## config.mk

```make
export PLATFORM = sky130hd
export DESIGN_NAME = cfg_alias_regs
export DESIGN_NICKNAME = d
export VERILOG_FILES = /design/src/rtl/cfg_alias_pkg.sv /design/src/rtl/alias_unlock_fsm.sv /design/src/rtl/io_window_decode.sv /design/src/rtl/irq_steer.sv /design/src/rtl/cfg_alias_regs.sv
export SDC_FILE = /design/constraint.sdc
export NUM_CORES = 1
export LEC_CHECK = 0
export ABC_AREA = 1
export CAP_MARGIN = 10
export CELL_PAD_IN_SITES_DETAIL_PLACEMENT = 2
export CELL_PAD_IN_SITES_GLOBAL_PLACEMENT = 2
export CORE_UTILIZATION = 16
export DETAILED_ROUTE_END_ITERATION = 10
export PLACE_DENSITY_LB_ADDON = 0.05
export SLEW_MARGIN = 30
export SYNTH_ARGS = -nofsm -noshare
export SYNTH_HDL_FRONTEND = slang
export SYNTH_SLANG_ARGS = --single-unit
```

## constraint.sdc

```tcl
create_clock -name clk -period 1.3 [get_ports clk]
set_clock_uncertainty 0.2 [all_clocks]
set_input_delay 0.26 -clock clk [delete_from_list [all_inputs] [get_ports clk]]
set_output_delay 0.26 -clock clk [all_outputs]
set_load 0.05 [all_outputs]
```

## src/rtl/cfg_alias_pkg.sv

```systemverilog
package cfg_alias_pkg;

    typedef enum logic [0:0] {
        UNL_LOCKED = 1'b0,
        UNL_ARMED  = 1'b1
    } unlock_state_e;

    // Field layout of the configuration byte (bit 7 down to bit 0)
    typedef struct packed {
        logic       fast_rd;
        logic [2:0] irq_code;
        logic [3:0] base_code;
    } cfg_word_t;

endpackage

```

## src/rtl/alias_unlock_fsm.sv

```systemverilog
module alias_unlock_fsm
    import cfg_alias_pkg::*;
(
    input  logic clk,
    input  logic rst_n,
    input  logic acc_rd,
    input  logic acc_wr,
    input  logic alias_hit,
    output logic cfg_we,
    output logic rbc_we,
    output logic armed
);

    unlock_state_e state_q, state_d;

    // Next-state process
    always_comb begin
        state_d = state_q;
        unique case (state_q)
            UNL_LOCKED: begin
                if (acc_rd && alias_hit)
                    state_d = UNL_ARMED;           // T_ARM
            end
            UNL_ARMED: begin
                if (acc_rd && alias_hit)
                    state_d = UNL_ARMED;           // T_REARM
                else if (acc_wr && alias_hit)
                    state_d = UNL_LOCKED;          // T_CONSUME
                else if (acc_rd || acc_wr)
                    state_d = UNL_LOCKED;          // T_CANCEL
            end
            default: state_d = UNL_LOCKED;
        endcase
    end

    // State register
    always_ff @(posedge clk or negedge rst_n) begin
        if (!rst_n)
            state_q <= UNL_LOCKED;
        else
            state_q <= state_d;
    end

    // Output process
    always_comb begin
        cfg_we = 1'b0;
        rbc_we = 1'b0;
        armed  = 1'b0;
        unique case (state_q)
            UNL_LOCKED: rbc_we = acc_wr && alias_hit;
            UNL_ARMED: begin
                armed  = 1'b1;
                cfg_we = acc_wr && alias_hit;
            end
            default: ;
        endcase
    end

    AST_RW_EXCLUSIVE: assert property (@(posedge clk) disable iff (!rst_n)
        !(acc_rd && acc_wr));
    AST_ARM_NEEDS_READ: assert property (@(posedge clk) disable iff (!rst_n)
        $rose(armed) |-> $past(acc_rd && alias_hit));
    AST_ONE_WRITE_PER_READ: assert property (@(posedge clk) disable iff (!rst_n)
        cfg_we |=> !cfg_we);
    AST_CANCEL_ON_OTHER: assert property (@(posedge clk) disable iff (!rst_n)
        (armed && (acc_wr || (acc_rd && !alias_hit))) |=> !armed);

endmodule

```

## src/rtl/io_window_decode.sv

```systemverilog
module io_window_decode #(
    parameter int CODE_W = 4,
    parameter int WIN_W  = 5
) (
    input  logic                        clk,
    input  logic                        rst_n,
    input  logic [CODE_W-1:0]           base_code,
    input  logic [CODE_W+WIN_W:0]       io_addr,
    output logic                        io_sel,
    output logic [CODE_W+WIN_W:0]       io_base
);

    localparam int ADDR_W = CODE_W + WIN_W + 1;
    localparam int HI_W   = ADDR_W - WIN_W;

    logic [HI_W-1:0] base_hi;

    // Upper code bit flips the base between the 0x3xx and 0x2xx half
    assign base_hi = {1'b1, ~base_code[CODE_W-1], base_code[CODE_W-2:0]};
    assign io_base = {base_hi, {WIN_W{1'b0}}};
    assign io_sel  = (io_addr[ADDR_W-1:WIN_W] == base_hi);

    AST_SEL_IN_WINDOW: assert property (@(posedge clk) disable iff (!rst_n)
        io_sel |-> (({1'b0, io_addr} >= {1'b0, io_base}) &&
                    ({1'b0, io_addr} < ({1'b0, io_base} + (ADDR_W+1)'(1 << WIN_W)))));
    AST_BASE_ALIGNED: assert property (@(posedge clk) disable iff (!rst_n)
        (io_addr == io_base) |-> io_sel);

endmodule

```

## src/rtl/irq_steer.sv

```systemverilog
module irq_steer #(
    parameter int N_IRQ = 8,
    localparam int SEL_W = $clog2(N_IRQ)
) (
    input  logic             clk,
    input  logic             rst_n,
    input  logic [SEL_W-1:0] irq_code,
    input  logic             int_req,
    output logic [N_IRQ-1:0] irq_out
);

    for (genvar k = 0; k < N_IRQ; k++) begin : g_line
        assign irq_out[k] = int_req && (irq_code == SEL_W'(k));
    end

    AST_IRQ_SINGLE: assert property (@(posedge clk) disable iff (!rst_n)
        int_req |-> ($countones(irq_out) == 1));
    AST_IRQ_QUIET: assert property (@(posedge clk) disable iff (!rst_n)
        !int_req |-> (irq_out == '0));

endmodule

```

## src/rtl/cfg_alias_regs.sv

```systemverilog
module cfg_alias_regs
    import cfg_alias_pkg::*;
#(
    parameter int          DATA_W    = 8,
    parameter int          PAGE_W    = 2,
    parameter int          OFF_W     = 4,
    parameter logic [3:0]  ALIAS_OFF = 4'hA,
    parameter int          CODE_W    = 4,
    parameter int          WIN_W     = 5,
    parameter int          N_IRQ     = 8,
    localparam int         ADDR_W    = CODE_W + WIN_W + 1
) (
    input  logic              clk,
    input  logic              rst_n,
    input  logic              acc_rd,
    input  logic              acc_wr,
    input  logic [PAGE_W-1:0] acc_page,
    input  logic [OFF_W-1:0]  acc_off,
    input  logic [DATA_W-1:0] acc_wdata,
    output logic [DATA_W-1:0] acc_rdata,
    input  logic [ADDR_W-1:0] io_addr,
    output logic              io_sel,
    output logic [ADDR_W-1:0] io_base,
    input  logic              int_req,
    output logic [N_IRQ-1:0]  irq_out,
    output logic              fast_read,
    output logic [DATA_W-1:0] rbc_lo
);

    logic      alias_hit;
    logic      cfg_we, rbc_we, armed;
    cfg_word_t cfg_q;
    logic [DATA_W-1:0] rbc_q;

    assign alias_hit = (acc_page == '0) && (acc_off == OFF_W'(ALIAS_OFF));

    alias_unlock_fsm u_fsm (
        .clk       (clk),
        .rst_n     (rst_n),
        .acc_rd    (acc_rd),
        .acc_wr    (acc_wr),
        .alias_hit (alias_hit),
        .cfg_we    (cfg_we),
        .rbc_we    (rbc_we),
        .armed     (armed)
    );

    always_ff @(posedge clk or negedge rst_n) begin
        if (!rst_n) begin
            cfg_q <= '0;
            rbc_q <= '0;
        end else begin
            if (cfg_we) cfg_q <= cfg_word_t'(acc_wdata);
            if (rbc_we) rbc_q <= acc_wdata;
        end
    end

    assign acc_rdata = (acc_rd && alias_hit) ? DATA_W'(cfg_q) : '0;
    assign rbc_lo    = rbc_q;
    assign fast_read = cfg_q.fast_rd;

    io_window_decode #(.CODE_W(CODE_W), .WIN_W(WIN_W)) u_win (
        .clk       (clk),
        .rst_n     (rst_n),
        .base_code (cfg_q.base_code),
        .io_addr   (io_addr),
        .io_sel    (io_sel),
        .io_base   (io_base)
    );

    irq_steer #(.N_IRQ(N_IRQ)) u_irq (
        .clk      (clk),
        .rst_n    (rst_n),
        .irq_code (cfg_q.irq_code),
        .int_req  (int_req),
        .irq_out  (irq_out)
    );

    AST_LOCKED_KEEPS_CFG: assert property (@(posedge clk) disable iff (!rst_n)
        (acc_wr && alias_hit && !armed) |=> $stable(cfg_q));
    AST_ARMED_KEEPS_RBC: assert property (@(posedge clk) disable iff (!rst_n)
        cfg_we |=> $stable(rbc_q));
    AST_FOREIGN_PAGE: assert property (@(posedge clk) disable iff (!rst_n)
        ((acc_wr || acc_rd) && (acc_page != '0)) |=> ($stable(cfg_q) && $stable(rbc_q)));

endmodule

```

==> qor.yml, run 1 <==
outcome: "finished with violations"
violations: "setup timing"
power.density_nw_per_um2: 632.7
synth_cells: 137
clkPwrFrac_pct: 26.3
crit_path_end_kind: "primary output"
arrival_ps: 1210
core_um2: 6061
cp_max_fo: 3
critical_path_class: "flip-flop to primary output"
finalPower_w: 0.001526
r2r_cells: 5
cp.required_ps: 840
clock.fmax_ghz: 0.5992
die_x_um: 82.03
routed_wl_um: 3966
reg2reg_slack_ps: 100
layout_min_cycle_time_ps: 1669
timing.rr.start: "u_fsm.state_q$_DFF_PN0_"
wire_per_inst_um: 13.63
swShare_pct: 33.06
drc_errors: 0
io_buffers: 53
rows: 28
io_pins: 65
peakVddDrop_v: 0.0004322
insertion_delay_ps: 250
area_growth_pct: 135.4
synth.avg_cell_area_um2: 7.480
place_congestion: 0.6878
htreeDepth: 1
ant_nets: 0
critPathMaxStageDelay_ps: 400
clkSinkCount: 17
slew_violations: 0
dp_slack_ps: -856.6
vias_per_cell: 4.062
timing.critical_path.buf_inv: 2
hold_slack_ps: 150.9
grt-ovfl-total: 0
die-area_um2: 6729
cts_tree: "built"
drv_cap: 0
setup_slack_ps: -369.0
crit_chain: "inv_2 -> o21a_1 -> nand3_2 -> nor2_4 -> buf_12"
drtPass1Iterations: 3
reg2reg_to: "rbc_lo[5]$_DFFE_PN0P_"
final_core_util_pct: 39.80
num_vias: 1182
grt_usage_pct: 12.98
cp_top_family: "flip-flops"
fin_crit_sh_pct: 128.4
start_kind: "flip-flop"
setup_viol: 22
grt_max_degree: 18
p_int_w: 0.001022
ys_seq_area_share_pct: 41.51
hold_viol: 0
start_util_pct: 16.91
hpwl_um: 3083
holdBufCountCts: 0
clockRootBuffer: "clkbuf_8"
drtIter0Drc: 32
leakage_nw: 1.082
yosysUniqueCellTypes: 19
die_y_um: 82.03
nets: 246
diodes: 0
antenna_found_initial: 0
drive_gt1_share_pct: 53.70
grt_pass1_vias: 1308
crit_slowest_cell: "dfrtp_1"
yosys_warnings: 0
syn-cell-area_um2: 1025
clk_pin_slew_ps: 70
p_sw_w: 0.0005046
seqPwrFrac_pct: 39.4
rsz0062_at_grt: "true"
grt_pass1_wl_um: 6720
clockBufferDepth: 2
ys_ff_latch: 17
comb_power_share_pct: 34.4
hold_path.class: "input pin to asynchronous set/reset pin"
numCtsBuffers: 3
per-stage QoR:
step / TNS, ps / cell area (µm²) / cells
after floorplan: -2611 / 1226 / 141
after global placement: -20100 / 2181 / 274
after detailed placement: -21200 / 2181 / 274
after CTS: -6093 / 2318 / 285
after global routing: -7123 / 2412 / 291
final: -5910 / 2412 / 291
layer usage:
metal  global-route usage, %  share of wire (%)
met5                       0                  0
met4                   2.632               0.28
met3                   1.778                4.2
met2                   23.72                 54
met1                   16.00                 42
logic make-up (layout without fill, tap and decap cells):
| group | count (synthesis) | in the layout | share of synthesized area [%] |
|---|---|---|---|
| AND/OR/NAND/NOR | 85 | 86 | 36.87 |
| buffers and inverters | 28 | 102 | 16.97 |
| flip-flops | 17 | 17 | 41.51 |
| AO/OA/AOI/OAI | 4 | 4 | 3.053 |
| other | 2 | 6 | 0.7329 |
| XOR/XNOR | 1 | 1 | 0.8549 |
worst register-to-register path, stage by stage (launching register included):
cell     delay (ps)
dfrtp_1         400
inv_2            90
nand4_1          90
buf_4           180
nand2_1          70
nand2_1          60
power by group through the flow:
stage               clock network, W  logic, W  registers (W)
floorplan                          0  0.000141       0.000702
global placement                   0  0.000503       0.000609
detailed placement                 0  0.000511       0.000610
CTS                         0.000413  0.000521       0.000602
global route                0.000433  0.000551       0.000606
finish                      0.000401  0.000524       0.000601
how the worst max path moves through the flow:
stage / cells past startpoint / endpoint / start
after floorplan: 6 / acc_rdata[0] / acc_off[1]
after global placement: 8 / acc_rdata[1] / acc_off[1]
after detailed placement: 8 / acc_rdata[2] / acc_off[1]
after CTS: 4 / io_sel / cfg_q[2]$_DFFE_PN0P_
after global routing: 5 / io_sel / cfg_q[0]$_DFFE_PN0P_
final: 5 / io_sel / cfg_q[1]$_DFFE_PN0P_
timing repair:
item / CTS / global route
setup endpoints to repair: 42 / 31
pin swaps: 18 / 8
gates cloned: 1 / 0
buffers inserted: 6 / 6
resized for setup: 49 / 13
synth_stat cells:
| cell type | number | area [µm²] |
|---|---|---|
| xnor2_1 | 1 | 8.760 |
| nand2_2 | 1 | 6.260 |
| nor2_1 | 20 | 75.07 |
| dfrtp_1 | 17 | 425.4 |
| a21boi_0 | 1 | 7.510 |
| inv_1 | 13 | 48.80 |
| o221ai_1 | 1 | 8.760 |
| nand2_1 | 43 | 161.4 |
| o21a_1 | 1 | 7.510 |
| nor2_4 | 1 | 11.26 |
| nor2_2 | 1 | 6.260 |
| nand3_1 | 1 | 5.000 |
| nand4_1 | 18 | 112.6 |
| o31ai_1 | 1 | 7.510 |
| inv_2 | 2 | 7.510 |
| buf_6 | 2 | 22.52 |
| clkbuf_8 | 2 | 27.53 |
| conb_1 | 2 | 7.510 |
| buf_4 | 9 | 67.56 |
registers in the layout, indices dropped and copies added, names as in the netlist:
register       count
cfg_q              7
rbc_lo             8
fast_read          1
u_fsm.state_q      1
cell usage in the layout, fill, tap and decap left out, drive strengths merged:
cell,synthesis,layout
o221ai,1,1
a21boi,1,1
inv,15,15
nor2,22,22
nand4,18,18
dlygate4sd2,0,6
nand3,1,1
buf,11,66
xnor2,1,1
o21a,1,1
nand2,44,45
clkbuf,2,4
conb,2,6
clkdlybuf4s50,0,9
dlymetal6s2s,0,2
dfrtp,17,17
o31ai,1,1
layout make-up:
cell class,instances,area (µm²)
timing repair buffer,83,1095
fill,662,3649
inverter,15,71.32
multi-input combinational,97,678.2
clock buffer,4,45.04
tap,75,93.84
sequential,17,429.2
Note: power is estimated with default switching activity, not from simulation.
==> run 2: changes to the inputs <==
--- a/config.mk
+++ b/config.mk
@@ -9,7 +9,8 @@
 export CAP_MARGIN = 10
 export CELL_PAD_IN_SITES_DETAIL_PLACEMENT = 2
 export CELL_PAD_IN_SITES_GLOBAL_PLACEMENT = 2
-export CORE_UTILIZATION = 16
+export CORE_UTILIZATION = 17
+export CTS_BUF_LIST = sky130_fd_sc_hd__clkbuf_4 sky130_fd_sc_hd__clkbuf_8
 export DETAILED_ROUTE_END_ITERATION = 10
 export PLACE_DENSITY_LB_ADDON = 0.05
 export SLEW_MARGIN = 30
==> run 2 against run 1 <==
- the flow still finishes with violations (setup timing)
- worst hold slack lost 2.3 ps
- critical endpoint unchanged
- clock power up 4%
- total power is 2.1% higher
- highest routed layer unchanged
- non-clock buffer count increased by 6
==> qor.yml, run 2 (synthesis results as in run 1) <==
die-area_um2: 6343  # -5.7%
fin_crit_sh_pct: 131.1  # +2.7 points
start_util_pct: 18.16  # +1.3 points
rsz0062_at_grt: "true"
numCtsBuffers: 3  # unchanged
htreeDepth: 1  # unchanged
routed_wl_um: 4355  # +9.8%
dp_slack_ps: -856.6  # +0.02700 ps
place_congestion: 0.7245  # +5.3%
antenna_found_initial: 0  # unchanged
nets: 252  # +2.4%
drive_gt1_share_pct: 56.31  # +2.6 points
hold_path.class: "input pin to asynchronous set/reset pin"
num_vias: 1243  # +5.2%
grt_pass1_vias: 1380  # +5.5%
clockRootBuffer: "clkbuf_8"
vias_per_cell: 4.228  # +4.1%
placed_cells: 272  # -0.73%
final_common_cell: "nand2_1"
grt_usage_pct: 14.42  # +1.4 points
leakage_nw: 1.116  # +3.1%
io_pins: 65  # unchanged
setup_viol: 22  # unchanged
largest_reg_flops: 8  # unchanged
area_growth_pct: 145.7
drv_cap: 0  # unchanged
hpwl_um: 3375  # +9.5%
layout_min_cycle_time_ps: 1704  # +35.06 ps
timing.rr.start: "u_fsm.state_q$_DFF_PN0_"
cp_max_fo: 1  # -2
power.density_nw_per_um2: 618.8  # -2.2%
clock.fmax_ghz: 0.5869  # -2.1%
holdBufCountCts: 0  # unchanged
setup-tns-final_ps: -5952  # -41.75 ps
clk_pin_slew_ps: 70  # about the same
clockBufferDepth: 2  # unchanged
hold_viol: 0  # unchanged
cp.required_ps: 840  # about the same
slew_violations: 0  # unchanged
cts_tree: "built"
start_kind: "input pin"
wire_per_inst_um: 14.81  # +8.7%
peakVddDrop_v: 0.0003786  # -12%
grt-ovfl-total: 0  # unchanged
arrival_ps: 1240  # +30 ps
crit_path_start: "io_addr[7]"
die_y_um: 79.64  # -2.9%
violations: "setup timing"
ant_nets: 0  # unchanged
drc_errors: 0  # unchanged
final_cell_mix: "36 x nand2_1, 32 x buf_12, 22 x buf_4"
outcome: "finished with violations"
drtPass1Iterations: 2  # -1
fillers: 606  # -8.5%
setup_slack_ps: -404.0  # -35.06 ps
die_x_um: 79.64  # -2.9%
instances_no_fill: 294  # +1.0%
core_um2: 5642  # -6.9%
crit_path_end_kind: "primary output"
grt_max_degree: 18  # unchanged
finalPower_w: 0.001558  # +2.1%
io_buffers: 53  # unchanged
drtIter0Drc: 19  # -41%
final_core_util_pct: 44.62  # +4.8 points
clkSinkCount: 17  # unchanged
grt_pass1_wl_um: 7134  # +6.2%
insertion_delay_ps: 250  # about the same
rows: 27  # -3.6%
critical_path_class: "input pin to primary output"
diodes: 0  # unchanged
-- run 2: critical path: stages --
cell and delay (ps):
clkdlybuf4s50_1 480, xnor2_1 140, nand3_2 120, nor2_4 110, buf_12 140
-- run 2: timing repair --
item,4_1_cts,5_1_grt
pin swaps,17,9
gates cloned,1,0
setup buffers,10,8
endpoints found under the setup margin,40,40
gates resized for setup,52,24
-- run 2: layer usage --
| layer | share of wire, % | vias to the layer above | track usage, % |
|---|---|---|---|
| met2 | 53 | 41 | 26.75 |
| met4 | 0.73 | 0 | 2.727 |
| met1 | 41 | 603 | 17.69 |
| li1 | - | 595 | - |
| met3 | 4.8 | 4 | 1.714 |
| met5 | 0 | - | 0 |
-- run 2: cell type report --
class	instances	area, µm²	share of cell area [%]
inverter	15	73.82	2.932
clock buffer	4	48.80	1.938
multi-input combinational	97	689.4	27.39
tap	72	90.09	3.579
timing repair buffer	89	1184	47.02
sequential	17	431.7	17.15
-- run 2: path summary, 6_finish.rpt --
check / slack (ps) / end / cells after the start
max in group asynchronous: 610 / cfg_q[4]$_DFFE_PN0P_ / 2
min reg2reg: 360 / rbc_lo[3]$_DFFE_PN0P_ / 2
max: -400 / io_sel / 5
max reg2reg: 80 / cfg_q[5]$_DFFE_PN0P_ / 5
min: 150 / rbc_lo[1]$_DFFE_PN0P_ / 2
min in group clk: 340 / u_fsm.state_q$_DFF_PN0_ / 3
-- run 2: power by group --
group | switching (W) | leakage, nW | internal (W)
combinational | 0.000286 | 0.865 | 0.000253
clock | 0.000180 | 0.0262 | 0.000238
sequential | 0.0000376 | 0.224 | 0.000562
total | 0.000504 | 1.12 | 0.00105
-- run 2: metrics by stage --
stage	hold slack, ps	area (µm²)
floorplan	-235.6	1226
global placement	332.5	2185
detailed placement	338.9	2185
CTS	153.3	2374
global route	163.5	2517
finish	148.7	2517
==> run 3: changes to the inputs <==
--- a/config.mk
+++ b/config.mk
@@ -12,6 +12,7 @@
 export CORE_UTILIZATION = 17
 export CTS_BUF_LIST = sky130_fd_sc_hd__clkbuf_4 sky130_fd_sc_hd__clkbuf_8
 export DETAILED_ROUTE_END_ITERATION = 10
+export GPL_TIMING_DRIVEN = 0
 export PLACE_DENSITY_LB_ADDON = 0.05
 export SLEW_MARGIN = 30
 export SYNTH_ARGS = -nofsm -noshare
==> run 3 against run 2 <==
- the run ends with hold timing, setup timing left
- clock power is 5.3% lower
- global-route usage shrank 1.1 points
- first-iteration DRC count is 16% higher
- via count decreased by 1.4%
- worst hold slack worse by 270 ps
- register-to-register slack got worse by 60 ps
- utilization fell by 2.7 points
- clock-buffer cell count decreased by 1
- fmax is 0.26% lower
- highest routed layer unchanged
==> qor.yml, run 3 (synthesis results as in run 1) <==
hold_path.class: "input pin to asynchronous set/reset pin"
peakVddDrop_v: 0.0004730  # +25%
hold_viol: 17  # +17
rows: 27  # unchanged
r2r_cells: 6  # +1
area_growth_pct: 130.8
cp_max_fo: 2  # +1
timing.rr.start: "u_fsm.state_q$_DFF_PN0_"
numCtsBuffers: 3  # unchanged
drc_errors: 0  # unchanged
drtIter0Drc: 22  # +3
rsz0062_at_grt: "true"
reg2reg_to: "rbc_lo[4]$_DFFE_PN0P_"
fillers: 620  # +2.3%
drive_gt1_share_pct: 58.33  # +2.0 points
grt_usage_pct: 13.35  # -1.1 points
arrival_ps: 1250  # about the same
routed_wl_um: 4199  # -3.6%
core_um2: 5642  # unchanged
antenna_found_initial: 0  # unchanged
final_common_cell: "buf_6"
layout_min_cycle_time_ps: 1708  # +4.436 ps
die_y_um: 79.64  # unchanged
num_vias: 1226  # -1.4%
placed_cells: 265  # -2.6%
final_cell_mix: "35 x buf_6, 33 x nand2_1, 25 x buf_4"
setup_slack_ps: -408.4  # -4.436 ps
fin_crit_sh_pct: 131.4  # +0.34 points
cts_tree: "built"
violations: "hold timing, setup timing"
hold_slack_ps: -122.6  # -271.3 ps
cp_top_family: "buffers and inverters"
timing.critical_path.buf_inv: 2  # unchanged
final_core_util_pct: 41.92  # -2.7 points
vias_per_cell: 4.087  # -3.3%
start_kind: "input pin"
crit_path_start: "io_addr[5]"
holdBufCountCts: 0  # unchanged
io_buffers: 52  # -1.9%
largest_reg_flops: 8  # unchanged
htreeDepth: 1  # unchanged
diodes: 0  # unchanged
insertion_delay_ps: 250  # about the same
crit_path_end_kind: "primary output"
finalPower_w: 0.001469  # -5.7%
clkSinkCount: 17  # unchanged
drv_cap: 0  # unchanged
die_x_um: 79.64  # unchanged
critPathMaxStageDelay_ps: 470  # about the same
crit_slowest_cell: "clkdlybuf4s50_1"
hpwl_um: 2927  # -13%
slew_violations: 0  # unchanged
critical_path_class: "input pin to primary output"
clockRootBuffer: "clkbuf_8"
nets: 258  # +2.4%
drtPass1Iterations: 4  # +2
maxSlewHeadroom_pct: 47.32
leakage_nw: 1.105  # -0.98%
instances_no_fill: 300  # +2.0%
clock.fmax_ghz: 0.5853  # -0.26%
wire_per_inst_um: 14.00  # -5.5%
ff_latch_area_um2: 429.2  # -0.58%
reg2reg_slack_ps: 20  # -60 ps
grt-ovfl-total: 0  # unchanged
grt_pass1_vias: 1317  # -4.6%
power.density_nw_per_um2: 621.1  # +0.37%
die-area_um2: 6343  # unchanged
outcome: "finished with violations"
place_congestion: 0.6739  # -7.0%
clockBufferDepth: 2  # unchanged
setup_viol: 29  # +32%
clk_pin_slew_ps: 70  # about the same
cp.required_ps: 840  # about the same
ant_nets: 0  # unchanged
max_slew.worst_pin.slew_ps: 788.9
grt_max_degree: 18  # unchanged
start_util_pct: 18.16  # unchanged
multi_input_area_um2: 699.4  # +1.5%
grt_pass1_wl_um: 6479  # -9.2%
io_pins: 65  # unchanged
crit_chain: "clkdlybuf4s50_1 -> a21boi_2 -> nand3_2 -> nor2_4 -> buf_6"
## run 3: cell types whose count changed in the layout (fill, tap and decap cells not counted), sizes merged
cell | previous run | this run
clkdlybuf4s50 | 12 | 11
buf | 72 | 77
clkinv | 0 | 2
clkbuf | 4 | 5
inv | 15 | 14
dlymetal6s2s | 1 | 2
dlygate4sd2 | 4 | 3
## run 3: layout make-up
class,instances,share of cell area (%)
repair buffers,83,37.83
clock buffers,3,1.746
plain buffers,12,5.132
multi-input cells,97,29.58
inverters,15,3.545
clock inverters,1,0.2116
flip-flops and latches,17,18.15
well taps,72,3.810
## run 3: metrics by stage
step / setup slack, ps / instance area [µm²] / TNS (ps) / hold slack, ps
5_1_grt: -460.5 / 2365 / -8319 / -75.82
6_report: -408.4 / 2365 / -6160 / -122.6
3_5_place_dp: -1639 / 1837 / -42940 / 274.6
3_3_place_gp: -1594 / 1837 / -40640 / 271.6
2_1_floorplan: -273.9 / 1226 / -2611 / -235.6
4_1_cts: -423.0 / 2187 / -6275 / 61.72
## run 3: per-layer routing
metal	routed length (µm)	vias to the layer above	share of wire, %	track usage (%)
met1	1780	569	42	16.08
met5	0	-	0	0
met2	2192	42	52	24.62
met4	25	0	0.60	2.727
met3	201	4	4.8	2.171
li1	-	611	-	-
## run 3: worst max-delay path by stage
| stage | end | slack, ps | depth (start not counted) |
|---|---|---|---|
| floorplan | acc_rdata[0] | -270 | 6 |
| global placement | acc_rdata[2] | -1590 | 8 |
| detailed placement | acc_rdata[2] | -1640 | 8 |
| CTS | io_sel | -420 | 4 |
| global route | io_sel | -460 | 5 |
| finish | io_sel | -410 | 5 |
## run 3: timing repair
item                                    in CTS  in global routing
endpoints found under the setup margin      47                 45
buffers inserted                            22                 11
hold endpoints to repair                     0                 17
pin swaps                                   21                 18
resized for setup                          271                 32
cloned                                       1                  0
## run 3: report_power, final
part	switching, W	leakage, nW	internal [W]
sequential	0.0000259	0.228	0.000562
clock	0.000184	0.0255	0.000213
combinational	0.000287	0.852	0.000197
total	0.000497	1.11	0.000972
